==> config.mk <==
export PLATFORM = sky130hd
export DESIGN_NAME = wdg_top
export DESIGN_NICKNAME = d
export VERILOG_FILES = /design/src/rtl/wdg_pkg.sv /design/src/rtl/wdg_ctrl_reg.sv /design/src/rtl/wdg_seq.sv /design/src/rtl/wdg_top.sv
export SDC_FILE = /design/constraint.sdc
export NUM_CORES = 1
export LEC_CHECK = 0
export ABC_AREA = 1
export BUFFER_PORTS_ARGS = -buffer_cell sky130_fd_sc_hd__buf_2
export CORE_ASPECT_RATIO = 0.9
export CORE_UTILIZATION = 26
export DETAILED_ROUTE_END_ITERATION = 12
export PLACE_DENSITY = 0.43
export REMOVE_ABC_BUFFERS = 1
export SLEW_MARGIN = 20
export SYNTH_ARGS = -nofsm -noshare
export SYNTH_HDL_FRONTEND = slang
export SYNTH_SLANG_ARGS = --single-unit
==> constraint.sdc <==
create_clock -name clk -period 3.1 [get_ports clk]
set_clock_uncertainty 0.1 [all_clocks]
set_input_delay 0.775 -clock clk [delete_from_list [all_inputs] [get_ports clk]]
set_output_delay 0.775 -clock clk [all_outputs]
set_load 0.02 [all_outputs]
==> src/rtl/wdg_pkg.sv <==
package wdg_pkg;

    localparam int TW = 8;  // tick counter width, holds the largest duration

    typedef enum logic [2:0] {
        ST_OFF,
        ST_ARMWAIT,
        ST_DELAY,
        ST_RUN,
        ST_FIRE
    } wdg_state_e;

    typedef struct packed {
        logic          enabled;
        logic [TW-1:0] delay;
        logic [TW-1:0] timeout;
    } wdg_timing_t;

    function automatic wdg_timing_t decode_code(input logic [2:0] c);
        wdg_timing_t t;
        case (c)
            3'd1:    t = '{enabled: 1'b1, delay: TW'(3),  timeout: TW'(3)};
            3'd2:    t = '{enabled: 1'b1, delay: TW'(60), timeout: TW'(1)};
            3'd5:    t = '{enabled: 1'b1, delay: TW'(0),  timeout: TW'(1)};
            3'd6:    t = '{enabled: 1'b1, delay: TW'(0),  timeout: TW'(10)};
            3'd7:    t = '{enabled: 1'b1, delay: TW'(60), timeout: TW'(10)};
            default: t = '{enabled: 1'b0, delay: '0,      timeout: '0};
        endcase
        return t;
    endfunction

    function automatic logic code_enabled(input logic [2:0] c);
        return (c == 3'd1) || (c == 3'd2) || (c == 3'd5) || (c == 3'd6) || (c == 3'd7);
    endfunction

endpackage

==> src/rtl/wdg_ctrl_reg.sv <==
module wdg_ctrl_reg #(
    parameter logic [7:0] RESET_VAL = 8'h03
) (
    input  logic       clk,
    input  logic       rst,
    input  logic       wr_en,
    input  logic [7:0] wr_data,
    output logic [7:0] rd_data,
    output logic [2:0] code_q,
    output logic [2:0] next_code,
    output logic       kick_evt,
    output logic       code_chg
);
    logic [7:0] ctl_q;

    always_ff @(posedge clk) begin
        if (rst)        ctl_q <= RESET_VAL;
        else if (wr_en) ctl_q <= wr_data;
    end

    assign rd_data   = ctl_q;
    assign code_q    = ctl_q[2:0];
    assign next_code = wr_en ? wr_data[2:0] : ctl_q[2:0];
    assign kick_evt  = wr_en & wr_data[3] & ~ctl_q[3];
    assign code_chg  = wr_en & (wr_data[2:0] != ctl_q[2:0]);

    // a kick event is always followed by a stored kick bit of 1
    a_r3_kick_stored: assert property (@(posedge clk) disable iff (rst)
        kick_evt |=> rd_data[3]);

    // a code change is always visible in the stored code next cycle
    a_r11_code_stored: assert property (@(posedge clk) disable iff (rst)
        code_chg |=> !$stable(code_q));

endmodule

==> src/rtl/wdg_seq.sv <==
module wdg_seq
    import wdg_pkg::*;
#(
    parameter int PULSE_LEN = 4
) (
    input  logic       clk,
    input  logic       rst,
    input  logic       tick,
    input  logic [2:0] code_q,
    input  logic [2:0] next_code,
    input  logic       kick_evt,
    input  logic       code_chg,
    output logic       rst_out
);
    localparam int PW = $clog2(PULSE_LEN + 1);

    wdg_state_e    state_q, state_d;
    logic [TW-1:0] cnt_q, cnt_d;
    logic [PW-1:0] pcnt_q, pcnt_d;
    wdg_timing_t   tm;
    logic          restart;

    always_comb begin
        tm      = decode_code(next_code);
        state_d = state_q;
        cnt_d   = cnt_q;
        pcnt_d  = pcnt_q;
        restart = code_chg;
        case (state_q)
            ST_ARMWAIT: if (kick_evt) begin
                state_d = ST_RUN;
                cnt_d   = '0;
            end
            ST_DELAY: if (tick) begin
                if (cnt_q == tm.delay - TW'(1)) begin
                    state_d = ST_RUN;
                    cnt_d   = '0;
                end else begin
                    cnt_d = cnt_q + TW'(1);
                end
            end
            ST_RUN: begin
                if (kick_evt) begin
                    cnt_d = '0;
                end else if (tick) begin
                    if (cnt_q == tm.timeout - TW'(1)) begin
                        state_d = ST_FIRE;
                        pcnt_d  = '0;
                    end else begin
                        cnt_d = cnt_q + TW'(1);
                    end
                end
            end
            ST_FIRE: begin
                if (pcnt_q == PW'(PULSE_LEN - 1)) restart = 1'b1;
                else                              pcnt_d = pcnt_q + PW'(1);
            end
            default: ;
        endcase
        if (restart) begin
            cnt_d  = '0;
            pcnt_d = '0;
            if (!tm.enabled)          state_d = ST_OFF;
            else if (tm.delay == '0)  state_d = ST_ARMWAIT;
            else                      state_d = ST_DELAY;
        end
    end

    always_ff @(posedge clk) begin
        if (rst) begin
            state_q <= ST_OFF;
            cnt_q   <= '0;
            pcnt_q  <= '0;
        end else begin
            state_q <= state_d;
            cnt_q   <= cnt_d;
            pcnt_q  <= pcnt_d;
        end
    end

    assign rst_out = (state_q == ST_FIRE);

    // a disabled stored code never comes with a reset pulse
    a_r2_off_quiet: assert property (@(posedge clk) disable iff (rst)
        !code_enabled(code_q) |-> !rst_out);

    // a pulse only begins out of the running timeout
    a_r10_fire_from_run: assert property (@(posedge clk) disable iff (rst)
        $rose(rst_out) |-> $past(state_q == ST_RUN));

    // the pulse counter stays inside the pulse length
    a_r10_pulse_bound: assert property (@(posedge clk) disable iff (rst)
        rst_out |-> (pcnt_q < PW'(PULSE_LEN)));

    // a code change lands at the start of a sequence
    a_r11_restart_entry: assert property (@(posedge clk) disable iff (rst)
        code_chg |=> (state_q == ST_OFF || state_q == ST_ARMWAIT || state_q == ST_DELAY));

    // waiting for the first kick persists without one
    a_r7_hold_wait: assert property (@(posedge clk) disable iff (rst)
        (state_q == ST_ARMWAIT && !kick_evt && !code_chg) |=> state_q == ST_ARMWAIT);

    // the timeout count is frozen in cycles without tick
    a_r9_no_tick_hold: assert property (@(posedge clk) disable iff (rst)
        (state_q == ST_RUN && !tick && !kick_evt && !code_chg) |=>
            (state_q == ST_RUN && $stable(cnt_q)));

endmodule

==> src/rtl/wdg_top.sv <==
module wdg_top #(
    parameter int         PULSE_LEN = 4,
    parameter logic [7:0] RESET_VAL = 8'h03
) (
    input  logic       clk,
    input  logic       rst,
    input  logic       wr_en,
    input  logic [7:0] wr_data,
    output logic [7:0] rd_data,
    input  logic       tick,
    output logic       wdg_rst
);
    logic [2:0] code_q;
    logic [2:0] next_code;
    logic       kick_evt;
    logic       code_chg;

    wdg_ctrl_reg #(.RESET_VAL(RESET_VAL)) u_reg (
        .clk       (clk),
        .rst       (rst),
        .wr_en     (wr_en),
        .wr_data   (wr_data),
        .rd_data   (rd_data),
        .code_q    (code_q),
        .next_code (next_code),
        .kick_evt  (kick_evt),
        .code_chg  (code_chg)
    );

    wdg_seq #(.PULSE_LEN(PULSE_LEN)) u_seq (
        .clk       (clk),
        .rst       (rst),
        .tick      (tick),
        .code_q    (code_q),
        .next_code (next_code),
        .kick_evt  (kick_evt),
        .code_chg  (code_chg),
        .rst_out   (wdg_rst)
    );

endmodule

# == Yosys cells after proc, flatten, opt, wreduce, memory -nomap -nowiden ==
# Cells that the tools add are included.
# totals
in_bits,12
ff_bits,22
rom_bits,0
latchBits,0
memories,0
output_inout_bits,9
wordCells,73
ramBits,0
# classes
add_sub_neg,4
div_mod_pow,0
shifts,0
n_eq_ne,27
n_reduce_logical,8
mul,0
bitwise_logic,4
n_mux,26
magnitude_cmp,0
# op_table
cell,count
$pmux 17 s5,1
$mux 8,6
$mux 3,13
$pmux 8 s3,1
$eq 8x8->1,2
$sub 8x1->8 const B,2
$eq 3x2->1 const B,4
$eq 3x3->1 const B,4
$ne 3x2->1 const B,4
$ne 2x2->1 const B,5
$reduce_and 5->1,2
$pmux 3 s3,1
$add 8x1->8 const B,1
$logic_not 8->1,1
$reduce_and 7->1,1
$eq 3x1->1 const B,2
$ne 3x1->1 const B,2
$ne 3x3->1 const B,2
$pmux 3 s2,1
$reduce_bool 4->1,1
$add 3x1->3 const B,1
$and 1x1->1,3
$ne 3x3->1,1
$reduce_bool 3->1,1
other kinds (6),7

# == Logic depth before layout (Yosys ltp) ==
# logic_depth
word_depth,10
mapped_depth,20
mapped_depth_nobuf,19

# == By module ==
# From an unflattened synthesis, not the netlist that was laid out.
# unflattened
cells_unflattened,266
area_unflattened_um2,1624.1
# by_module_without_submodules
mod,instances,area_per_inst_um2,cells_each,seq_area_each_um2
wdg_seq,1,1246.2,213,280.3
wdg_ctrl_reg,1,377.9,53,160.2

# == Worst setup path after synthesis ==
# No wires, ideal clock.
# synth_timing
kind,input-to-reg
startpoint,input port wr_en
endpoint,register u_seq.state_q[0]
arrival_time_ns,2.518
slack_ns,0.370
required_time_ns,2.887
path_stages,17
path_buffers,1
setup_time_ns,0.113
path_cell_list,inv_2 > buf_6 > nand2_4 > nand2_4 > nand2_4 > o21a_1 > ha_1 > nand2_1 > nand2_1 > a21oi_1 > nand2_1 > nor2_1 > nand3_4 > a21oi_2 > nand4_1 > nand3_1 > nor2_1
# synth_via
elab_chain_cells,7
word_cells_on_any_way,28
classes_between,add/sub (2); eq/ne (13); mux (7); bitwise (3); reduce/logical (3)
# synth_lines
item,line,rtl
"start, declared",wdg_top.sv:7,"input logic wr_en,"
$mux 3,wdg_ctrl_reg.sv:23,assign next_code = wr_en ? wr_data[2:0] : ctl_q[2:0];
$eq 3x3->1 (tied with other cells),wdg_pkg.sv:21,case (c)
$pmux 17 s5,wdg_pkg.sv:21,
$sub 8x1->8 (tied with other cells),wdg_seq.sv:46,if (cnt_q == tm.timeout - TW'(1)) begin
$eq 8x8->1 (tied with other cells),wdg_seq.sv:46,
$ne 3x1->1 (no source line) or $mux 3 (tied branches),n/a,
$reduce_and 7->1 (no source line) or $mux 3 (tied branches),n/a,
"end signal, assigned",wdg_seq.sv:75,state_q <= state_d;
"end, declared",wdg_seq.sv:17,"wdg_state_e state_q, state_d;"
# Several ways; a longest one is shown, not always the timed one.
# A chain may end at the register's enable or synchronous reset.

# == Worst setup path after layout ==
# Same ends and word-level chain as after synthesis.

==> qor.txt <==
outcome - finished, final reports clean
cell-internal power - 0.000545 W
fin. max-slew vios - 0
ranking of synthesized cells by area - dfxtp_1 24%, nand2_1 13%, nand3_1 7.1%
1st-pass router iterations - 4
Tmin final - 2.76 ns
CP Capture Type - register
Rel. slew slack - 0.604
I/O Pins - 21
pre-CTS WS - 0.0121 ns
CP Class - in2reg
crit path DAT - 2.84 ns
Crit-path slowest cell - ha_1
Distinct cells, synth - 34
Via Count - 1,629
most used cell, CP - nand2_1
footprint of the multi-input gates - 1230 µm²
Max stage delay on crit path - 0.30 ns
Worst Hold Slack - 0.370 ns
vias in the first global route - 1,627
Crit Path Max Fanout - 5
RSZ-0062 raised after global routing - false
Worst-path clk slew - 0.09 ns
EDFF count, synth - 0
Worst-Margin Slew - 0.589 ns
Max Cap Violations - 0
clk buf depth - 2
wire per inst - 11.5 µm
number of core rows - 28
CP Launch Type - primary input
PD cells - 381 nW/µm²
root buffer cell - clkbuf_8
Die W - 90.3 µm
Worst Hold Launch - u_seq.pcnt_q[1]
area occupied by registers - 440 µm²
Skew-Pair Late Insertion Delay - 0.27 ns
count of final setup violators - 0
Vias/cell - 4.28
filler instances - 738
worst reg-to-reg setup slack - 0.69 ns
Worst setup startpoint - wr_en
worst path bufs/invs - 4
detailed placer's ending HPWL - 3.49 mm
Clock Power Share - 0.349
GR Overflow Total - 0
Critical Path RT - 3.18 ns
DRC - 0
fraction of layout cells with a size suffix above 1 - 0.261
Gate power share - 0.270
worst-path cell chain - buf_2, inv_2, buf_12, nand2_2, nand2_2, nand2_4, nor2_4, inv_2, ha_1, nand2_1, nand2_1, a21oi_1, nand2_1, nor2_1, nand3_4, a21oi_2, nand4_1, nand3_1, nor2_1
Achievable Freq - 362 MHz
Final #Nets - 310
worst hold path type - reg2reg
TritonCTS Buffers - 3
n_diodes - 0
RR Startpoint - u_reg.rd_data[2]
Buffers on Ports - 20
first-pass GRT wire length - 7.78 mm
syn_area_per_cell - 6.85 µm²
area leader, netlist - dfxtp_1
CORE AREA - 6690 µm²
VDD IR max - 0.188 mV
worst setup margin - 0.339 ns
H-tree depth - 1
sequential fraction of the synthesis area - 0.242
pin count of the biggest net entering global routing - 14
Synth top area share - 0.242
die area - 7350 µm²
initial DRC count - 62
switching pwr - 0.000266 W
register bit count reported by yosys - 22
Post-CTS Hold Buffers - 0
CTS tree - built
post-CTS setup buffer count - 0
Top FF cell, synth - dfxtp_1
final clock period utilization by the worst path - 0.891
antenna viol nets, final - 0
TritonCTS Sinks - 22
DRT Wirelength - 4.39 mm
Die Ht - 81.4 µm
Tot GR Track Use - 0.132
routability cong. - 0.782
Syn Std Cell Area - 1820 µm²
ys async rst share - 0
yosys warns - 0
sw frac - 0.328
number of antenna violations at the first check in global routing - 0
Cells after Synth - 266
Worst path top cell family by delay - simple AND/OR/NAND/NOR gates
final hold vios - 0
Layout area overhead - 16.7%
Initial Util - 0.272
Flop pwr share - 0.381
leakage power - 0.978 nW
## registers in the layout, indices dropped and copies added, names as in the netlist
register,count
u_seq.state_q,3
u_reg.rd_data,8
u_seq.pcnt_q,3
u_seq.cnt_q,8
## per-stage QoR
stage               area (µm²)  std cells  utilization  setup TNS (ns)  total power [W]
floorplan                 1790        262            -               0         0.000475
global placement          2050        377        0.307        -0.00797         0.000540
detailed placement        2050        377        0.307               0         0.000536
CTS                       2120        381        0.318               0         0.000826
global route              2130        381        0.318               0         0.000862
finish                    2130        381        0.318               0         0.000811
## per-layer routing
layer	GRT usage	vias up	wire (µm)
li1	-	893	-
met1	0.183	726	2490
met2	0.216	8	1790
met3	0.0231	2	76
met4	0.0290	0	34
met5	0	-	0
## tightest hold or removal path, cell delays in order, from the launching register on
cell	delay, ns
dfxtp_1	0.32
nand2_1	0.06
a21oi_1	0.05
## worst paths after layout
path	endpoint	cells after the start
worst max-delay path	u_seq.state_q[0]	19
worst min-delay path	u_seq.pcnt_q[1]	2
worst max register to register	u_seq.state_q[0]	15
worst min register to register	u_seq.pcnt_q[1]	2
## logic make-up (layout without fill, tap and decap cells)
kind of cell             after synthesis  count (layout)  synth area share
XOR/XNOR                               8               8            0.0384
adder cells (fa/ha/maj)                6               6            0.0412
flip-flops                            22              22             0.242
AND/OR/NAND/NOR                      160             160             0.483
buffers and inverters                 37              62            0.0858
AO/OA/AOI/OAI                         33              33             0.110
## layout make-up
cell class,count,share of cell area
clock inverters,1,0.0141
flip-flops and latches,22,0.207
inverters,33,0.0582
multi-input cells,207,0.578
repair buffers,25,0.0706
clock buffers,3,0.0194
well taps,90,0.0529
## cells in the final DEF (no fill, tap or decap)
cell type	count
nand3_4	1
dfxtp_1	22
ha_1	6
nand3_2	2
a21oi_1	16
buf_12	1
nor2_1	30
nor2_2	1
inv_2	5
buf_2	20
nand3b_1	1
a21oi_2	1
a21oi_4	1
xnor2_1	3
o21bai_4	1
o21ai_0	10
o21ai_1	2
nor2_4	5
or2_1	1
xor2_1	5
buf_4	4
nor2_8	1
inv_1	27
o21a_1	1
nand2_8	2
nand2_1	60
nor3b_2	1
nand2_2	15
clkbuf_8	3
clkinv_1	1
nand3_1	26
o21ai_2	1
nor3_1	2
nand4_1	2
nand2_4	10
bufinv_16	1
## power groups by stage
| stage | Clock [W] | Combinational [W] | Sequential (W) |
|---|---|---|---|
| floorplan | 0 | 0.000155 | 0.000321 |
| global placement | 0 | 0.000225 | 0.000315 |
| detailed placement | 0 | 0.000220 | 0.000315 |
| CTS | 0.000295 | 0.000221 | 0.000309 |
| global route | 0.000305 | 0.000246 | 0.000311 |
| finish | 0.000283 | 0.000219 | 0.000309 |
## Yosys cell counts (2+ instances only)
library cell / n
nand2_1: 61
dfxtp_1: 22
nand2_8: 2
nand2_2: 14
nor3_1: 2
nand3_1: 26
nand2_4: 10
inv_2: 5
nand4_1: 2
o21ai_1: 2
ha_1: 6
inv_1: 27
nor2_1: 30
xnor2_1: 3
xor2_1: 5
o21ai_0: 10
a21oi_1: 16
nand3_2: 2
nor2_4: 5
buf_6: 2
## repair_timing
| action | CTS | global route |
|---|---|---|
| endpoints found under the hold margin | 0 | 0 |
| setup endpoints to repair | 0 | 1 |
| resized for setup | 0 | 1 |
No activity file was read; power rests on OpenSTA's default activity.
